[src/rtl/mash_pkg.sv]
package mash_pkg;

    localparam int ORDER  = 3;
    localparam int CODE_W = 4;

    typedef logic signed [CODE_W-1:0] code_t;

    // carries of earlier enabled edges kept for the difference network
    typedef struct packed {
        logic c2_d1;
        logic c3_d1;
        logic c3_d2;
    } carry_dly_t;

    function automatic code_t bit2code(input logic b);
        return code_t'({{(CODE_W-1){1'b0}}, b});
    endfunction

    // c1 + first difference of c2 + second difference of c3
    function automatic code_t recombine(input logic [ORDER-1:0] c,
                                        input carry_dly_t d);
        code_t t;
        t = bit2code(c[0]);
        t = t + bit2code(c[1]) - bit2code(d.c2_d1);
        t = t + bit2code(c[2]) - (bit2code(d.c3_d1) <<< 1) + bit2code(d.c3_d2);
        return t;
    endfunction

endpackage

[src/rtl/mash_accum.sv]
module mash_accum #(
    parameter int W = 24
) (
    input  logic         clk,
    input  logic         rst,
    input  logic         en,
    input  logic [W-1:0] addend_i,
    output logic         carry_o,
    output logic [W-1:0] resid_o
);
    logic [W-1:0] acc_q;
    logic [W:0]   sum;

    always_comb begin
        sum     = {1'b0, acc_q} + {1'b0, addend_i};
        carry_o = sum[W];
        resid_o = sum[W-1:0];
    end

    always_ff @(posedge clk) begin
        if (rst)
            acc_q <= '0;
        else if (en)
            acc_q <= resid_o;
    end
endmodule

[src/rtl/mash_recombine.sv]
module mash_recombine
    import mash_pkg::*;
(
    input  logic             clk,
    input  logic             rst,
    input  logic             en,
    input  logic [ORDER-1:0] carry_i,
    output code_t            code_o
);
    carry_dly_t dly_q;
    code_t      code_d;

    always_comb code_d = recombine(carry_i, dly_q);

    always_ff @(posedge clk) begin
        if (rst) begin
            dly_q  <= '0;
            code_o <= '0;
        end else if (en) begin
            dly_q.c2_d1 <= carry_i[1];
            dly_q.c3_d1 <= carry_i[2];
            dly_q.c3_d2 <= dly_q.c3_d1;
            code_o      <= code_d;
        end
    end
endmodule

[src/rtl/mash3_modulator.sv]
module mash3_modulator
    import mash_pkg::*;
#(
    parameter int ACC_W = 24
) (
    input  logic             clk,
    input  logic             rst,
    input  logic             en,
    input  logic [ACC_W-1:0] frac_in,
    output logic [3:0]       code_o
);
    logic [ACC_W-1:0] addend [ORDER+1];
    logic [ORDER-1:0] carry;
    code_t            code_q;

    assign addend[0] = frac_in;

    for (genvar i = 0; i < ORDER; i++) begin : g_stage
        mash_accum #(.W(ACC_W)) stage_i (
            .clk      (clk),
            .rst      (rst),
            .en       (en),
            .addend_i (addend[i]),
            .carry_o  (carry[i]),
            .resid_o  (addend[i+1])
        );
    end

    mash_recombine comb_i (
        .clk     (clk),
        .rst     (rst),
        .en      (en),
        .carry_i (carry),
        .code_o  (code_q)
    );

    assign code_o = code_q;
endmodule

[config.mk]
export PLATFORM = sky130hd
export DESIGN_NAME = mash3_modulator
export DESIGN_NICKNAME = d
export VERILOG_FILES = /design/src/rtl/mash_pkg.sv /design/src/rtl/mash_accum.sv /design/src/rtl/mash_recombine.sv /design/src/rtl/mash3_modulator.sv
export SDC_FILE = /design/constraint.sdc
export NUM_CORES = 1
export LEC_CHECK = 0
export BUFFER_PORTS_ARGS = -buffer_cell sky130_fd_sc_hd__buf_2
export CAP_MARGIN = 15
export CORE_MARGIN = 2
export CORE_UTILIZATION = 55
export DETAILED_ROUTE_END_ITERATION = 12
export HOLD_SLACK_MARGIN = 0.08
export PLACE_DENSITY = 0.73
export SYNTH_ARGS = -nofsm -noshare
export SYNTH_HDL_FRONTEND = slang
export SYNTH_SLANG_ARGS = --single-unit
[constraint.sdc]
create_clock -name clk -period 13.01 [get_ports clk]
set_input_delay 0.6505 -clock clk [delete_from_list [all_inputs] [get_ports clk]]
set_output_delay 0.6505 -clock clk [all_outputs]
set_load 0.1 [all_outputs]
# --- After elaboration in Yosys (flattened, before gate mapping) ---
# Index checks and enable logic that the tools add are counted.
word_totals:
  register_bits: 79
  out_inout_bits: 4
  wordCells: 15
classes:
  add_sub_neg: 8
op_table:
  columns: ["op", "n"]
  rows:
  - ["adder 24 x 24 -> 25 bit", 3]
  - ["adder 4 x 2 -> 4 bit", 2]
  - ["subtractor 4 x 2 -> 4 bit", 1]
  - ["subtractor 4 x 3 -> 4 bit", 1]
  - ["adder 1 x 1 -> 2 bit", 1]

# --- Logic depth before layout (Yosys ltp) ---
logic_depth:
  ltp_word: 7
  mapped_depth: 34

# --- By module ---
# A second synthesis with hierarchy kept.
unflattened:
  hier_cells: 907
  hier_area_um2: 7304.5
modules_own_cells:
  columns: ["mod", "instances", "cells_per_inst", "area_per_inst_um2"]
  rows:
  - ["mash_accum (g_stage[0].stage_i ...)", 2, 298, 2353.5]
  - ["mash_accum (g_stage[2].stage_i)", 1, 269, 2172.1]
  - ["mash_recombine", 1, 42, 425.4]

# --- Least setup slack after synthesis ---
# No wires, ideal clock.
synth_path:
  path_type: "in2reg"
  startpoint: "in frac_in[0]"
  endpoint: "reg comb_i.code_o[2]"
  t_arrival_ns: 6.530
  t_required_ns: 12.924
  slack_ns: 6.394
  stages: 33
  path_buffers: 2
  path_cell_list: "ha_1 -> inv_1 -> fa_1 -> and2b_1 -> o211ai_2 -> a31oi_4 -> o21a_1 -> nor2_1 -> xnor2_1 -> ha_1 -> buf_2 -> a211oi_1 -> nor2_1 -> o31a_1 -> o311a_1 -> a21oi_1 -> xnor2_1 -> ha_1 -> clkbuf_1 -> a21o_1 -> a21o_1 -> a21o_1 -> or2_2 -> nor2_1 -> o31ai_1 -> a21oi_1 -> ha_1 -> fa_1 -> inv_1 -> ha_1 -> inv_1 -> ha_1 -> a211oi_1"
synth_lines:
  columns: ["item", "line_no", "text"]
  rows:
  - ["start, declared", "mash3_modulator.sv:9", "input logic [ACC_W-1:0] frac_in,"]
  - ["end signal, assigned", "mash_recombine.sv:23", "code_o <= code_d;"]
  - ["end, declared", "mash_recombine.sv:8", "output code_t code_o"]

==> impl_summary.log <==
INFO  metric via_total_after_detailed_routing = 5858
INFO  metric synthesis.area_per_instance = roughly 8.4 um^2
INFO  metric clk-insertion-delay-late = roughly 350 ps
INFO  metric cp-end-kind = register
INFO  metric cp_data_arrival_time = 7050 ps
INFO  metric rsz0062_at_grt = no
INFO  metric initialDrtViolationCount = 390
INFO  metric worstSetupStartpoint = frac_in[0]
INFO  metric via_count_of_the_first_global_routing_pass = slightly below 6000
INFO  metric drc = 1
INFO  metric postSynthNetCount = just under 900
INFO  metric stdcell_count = around 940
INFO  metric family_with_the_most_delay_on_the_worst_path = compound AO/OA/AOI/OAI gates
INFO  metric irDropWorstVdd = 0.155 mV
INFO  metric rows = 39
INFO  metric criticalPathCategory = in -> reg
INFO  metric layout.cells.most_common_list = ha_1 (79), dfxtp_1 (79), nor2_1 (75), a21oi_1 (60), nand2_1 (52)
INFO  metric regArea = around 0.0016 mm^2
INFO  metric cp_data_required_time = 13270 ps
INFO  metric finish.net_count = 908
INFO  metric hold_ws = between 400 and 500 ps
INFO  metric proportion_of_synthesized_flip_flops_having_asynchronous_set_or_reset = 0%
INFO  metric remaining_antenna_violation_count = 0
INFO  metric place_area = 0.00681 mm^2
INFO  metric min_path_type = reg -> reg
INFO  metric clkSinkCount = 79
INFO  metric floorplan.die.height = 113 um
INFO  metric cts-root-to-sink-buffers = 2
INFO  metric worst_setup_hold_path_clk_slew = 60 ps
INFO  metric hpwlAfterDp = 12.1 mm
INFO  metric cp_slowest_cell = fa_1
INFO  metric grt_antenna_before_repair = 0
INFO  metric synthDistinctLibCells = 73
INFO  metric cts_buffers = 9
INFO  metric ff_latch_count_synth = 79
INFO  metric synthesis.area = between 0.006 and 0.007 mm^2
INFO  metric timing.final.crit_period = approximately 6800 ps
INFO  metric worst-slew-pin-transition = about 810 ps
INFO  metric overflow_left_after_global_routing = 0
INFO  metric global_route.usage.total = 25.7%
INFO  metric area.growth.synth_to_final = 8.07%
INFO  metric power_leakage = 3.30 nW
INFO  metric core_area = 0.0115 mm^2
INFO  metric r2r_start = g_stage[0].stage_i.acc_q[0]$_SDFFE_PP0P_
INFO  metric nFillCells = roughly 1000
INFO  metric finalClockSkew = 8.26 ps
INFO  metric report.final.slew_viol_count = 0
INFO  metric cts_tree = yes
INFO  metric yosysWarningCount = 0
INFO  metric syn_inst_count = between 700 and 800
INFO  metric critical_path_max_stage_delay = 430 ps
INFO  metric dieArea = 0.0128 mm^2
INFO  metric routedWlPerCell = 16.9 um
INFO  metric grt_max_degree = 51
INFO  metric final_layout_size_suffix_gt1_share = about 8.5%
INFO  metric grt_pass1_wl = 26.8 mm
INFO  metric multi_input_area = between 0.004 and 0.005 mm^2
INFO  metric power_density = 303 mW/mm^2
INFO  metric synth-edff-count = 0
INFO  metric port_buffers = 30
INFO  metric final_hold_viol_count = 0
INFO  metric setup_total_negative_slack = 0 ps
INFO  metric postLayoutSetupSlackWorst = 6220 ps
INFO  metric synth_seq_area_share = 24.1%
INFO  metric worstSetupStartpointType = input port
INFO  metric final_cell_area = 0.00709 mm^2
INFO  metric routed_wl = 15.9 mm
INFO  metric routabilityCongestion = 0.952
INFO  metric synth_ff_type = dfxtp_1
INFO  metric route.detailed.vias_per_inst = slightly above 6
INFO  metric detailedRoute.firstPassIterationCount = 9
INFO  metric outcome = finished, violations left
INFO  metric slew_headroom = 46.0%
INFO  metric final_report_setup_violation_count = 0
INFO  metric ctsResizeCount = 0
INFO  metric initial_core_util = roughly 57%
INFO  metric worst-path-max-fanout = 10
INFO  metric n_antenna_cell = 0
INFO  metric root_buffer = clkbuf_16
INFO  metric pre_cts_setup_slack = just under 6000 ps
INFO  metric power = about 2.1 mW
INFO  metric floorplan.die.width = 113 um
INFO  metric hp-start = g_stage[2].stage_i.acc_q[23]$_SDFFE_PP0P_
INFO  metric final_min_period_over_clock_period = 52.2%
INFO  metric cts_setup_buffers = 0
INFO  metric critPathBufInv = 4
INFO  metric cts_hold_fix_bufs = 0
INFO  metric io_pins = 31
INFO  metric violations_in_the_final_reports = DRC
INFO  metric timing.max_cap.violations = 0
INFO  metric final_cell_utilization_of_the_core = roughly three fifths
INFO  metric clock_tree.htree_level_count = 3
INFO  metric dpl.cell_count = between 900 and 1000
INFO  metric cp_common_cell = ha_1
INFO  metric fmax = between 100 and 150 MHz
[final timing paths]
check	end	slack, ps	cells past startpoint
hold / removal	g_stage[2].stage_i.acc_q[23]$_SDFFE_PP0P_	460	2
setup / recovery	comb_i.code_o[2]$_SDFFE_PP0P_	6220	32
setup reg to reg	comb_i.code_o[2]$_SDFFE_PP0P_	6270	31
hold reg to reg	g_stage[2].stage_i.acc_q[23]$_SDFFE_PP0P_	460	2
[state kept, by name, indices dropped and copies added (netlist names)]
signal                 flops
comb_i.code_o              4
g_stage.stage_i.acc_q     72
comb_i.dly_q               3
[worst min-delay path: cells and delay by family (launching register included)]
kind / cells / cell delay, ps
flops: 1 / 330
compound gates: 1 / 60
simple gates: 1 / 40
[where the power goes]
group | total (mW) | switching [mW] | internal (mW)
Sequential | 0.360 | 0.0436 | 0.316
Clock | 0.244 | 0.0998 | 0.144
Combinational | 1.54 | 0.904 | 0.637
Total | 2.15 | 1.05 | 1.10
[cells in the mapped netlist (4+ instances only)]
master / instances / area share (%)
dfxtp_1: 79 / 24
o211ai_1: 8 / 0.92
xnor2_1: 41 / 5.5
nand3b_1: 4 / 0.46
fa_1: 5 / 1.5
clkbuf_1: 21 / 1.2
mux2i_1: 34 / 5.2
nor3b_1: 7 / 0.80
nor3_1: 8 / 0.61
buf_1: 5 / 0.29
ha_1: 79 / 15
a21o_1: 28 / 3.2
nand2b_1: 9 / 0.86
a21oi_1: 60 / 4.6
o22ai_1: 5 / 0.48
a211oi_1: 11 / 1.3
o31a_1: 4 / 0.53
xor2_1: 18 / 2.4
o21a_1: 11 / 1.3
a22o_1: 22 / 2.9
nor2_1: 77 / 4.4
o21ai_0: 41 / 3.1
nand3_1: 19 / 1.4
inv_1: 29 / 1.7
and3_1: 7 / 0.67
nand2_1: 52 / 3.0
a31oi_1: 12 / 1.1
o21ai_1: 6 / 0.46
o31ai_1: 7 / 0.80
o21bai_1: 6 / 0.69
[cell type report]
type | count | share of cell area [%]
multi-input combinational | 644 | 67.2
sequential | 79 | 22.3
tap | 143 | 2.52
timing repair buffer | 34 | 2.54
inverter | 29 | 1.54
clock buffer | 15 | 3.92
[cells by family after synthesis]
| kind of cell | synth area share (%) |
|---|---|
| AO/OA/AOI/OAI | 28.2 |
| XOR/XNOR | 7.88 |
| adder cells (fa/ha/maj) | 16.6 |
| buffers and inverters | 3.38 |
| flip-flops | 24.1 |
| multiplexers | 5.36 |
| AND/OR/NAND/NOR | 14.5 |
[routing by layer]
layer	track usage [%]	wire [um]	share of wire, %	up-vias
li1	-	-	-	2934
met1	32.0	7080	44	2718
met2	44.3	7680	48	170
met3	3.43	700	4.4	36
met4	11.5	478	3.0	0
met5	0	0	0	-
Power figures use the tool's default switching activity.
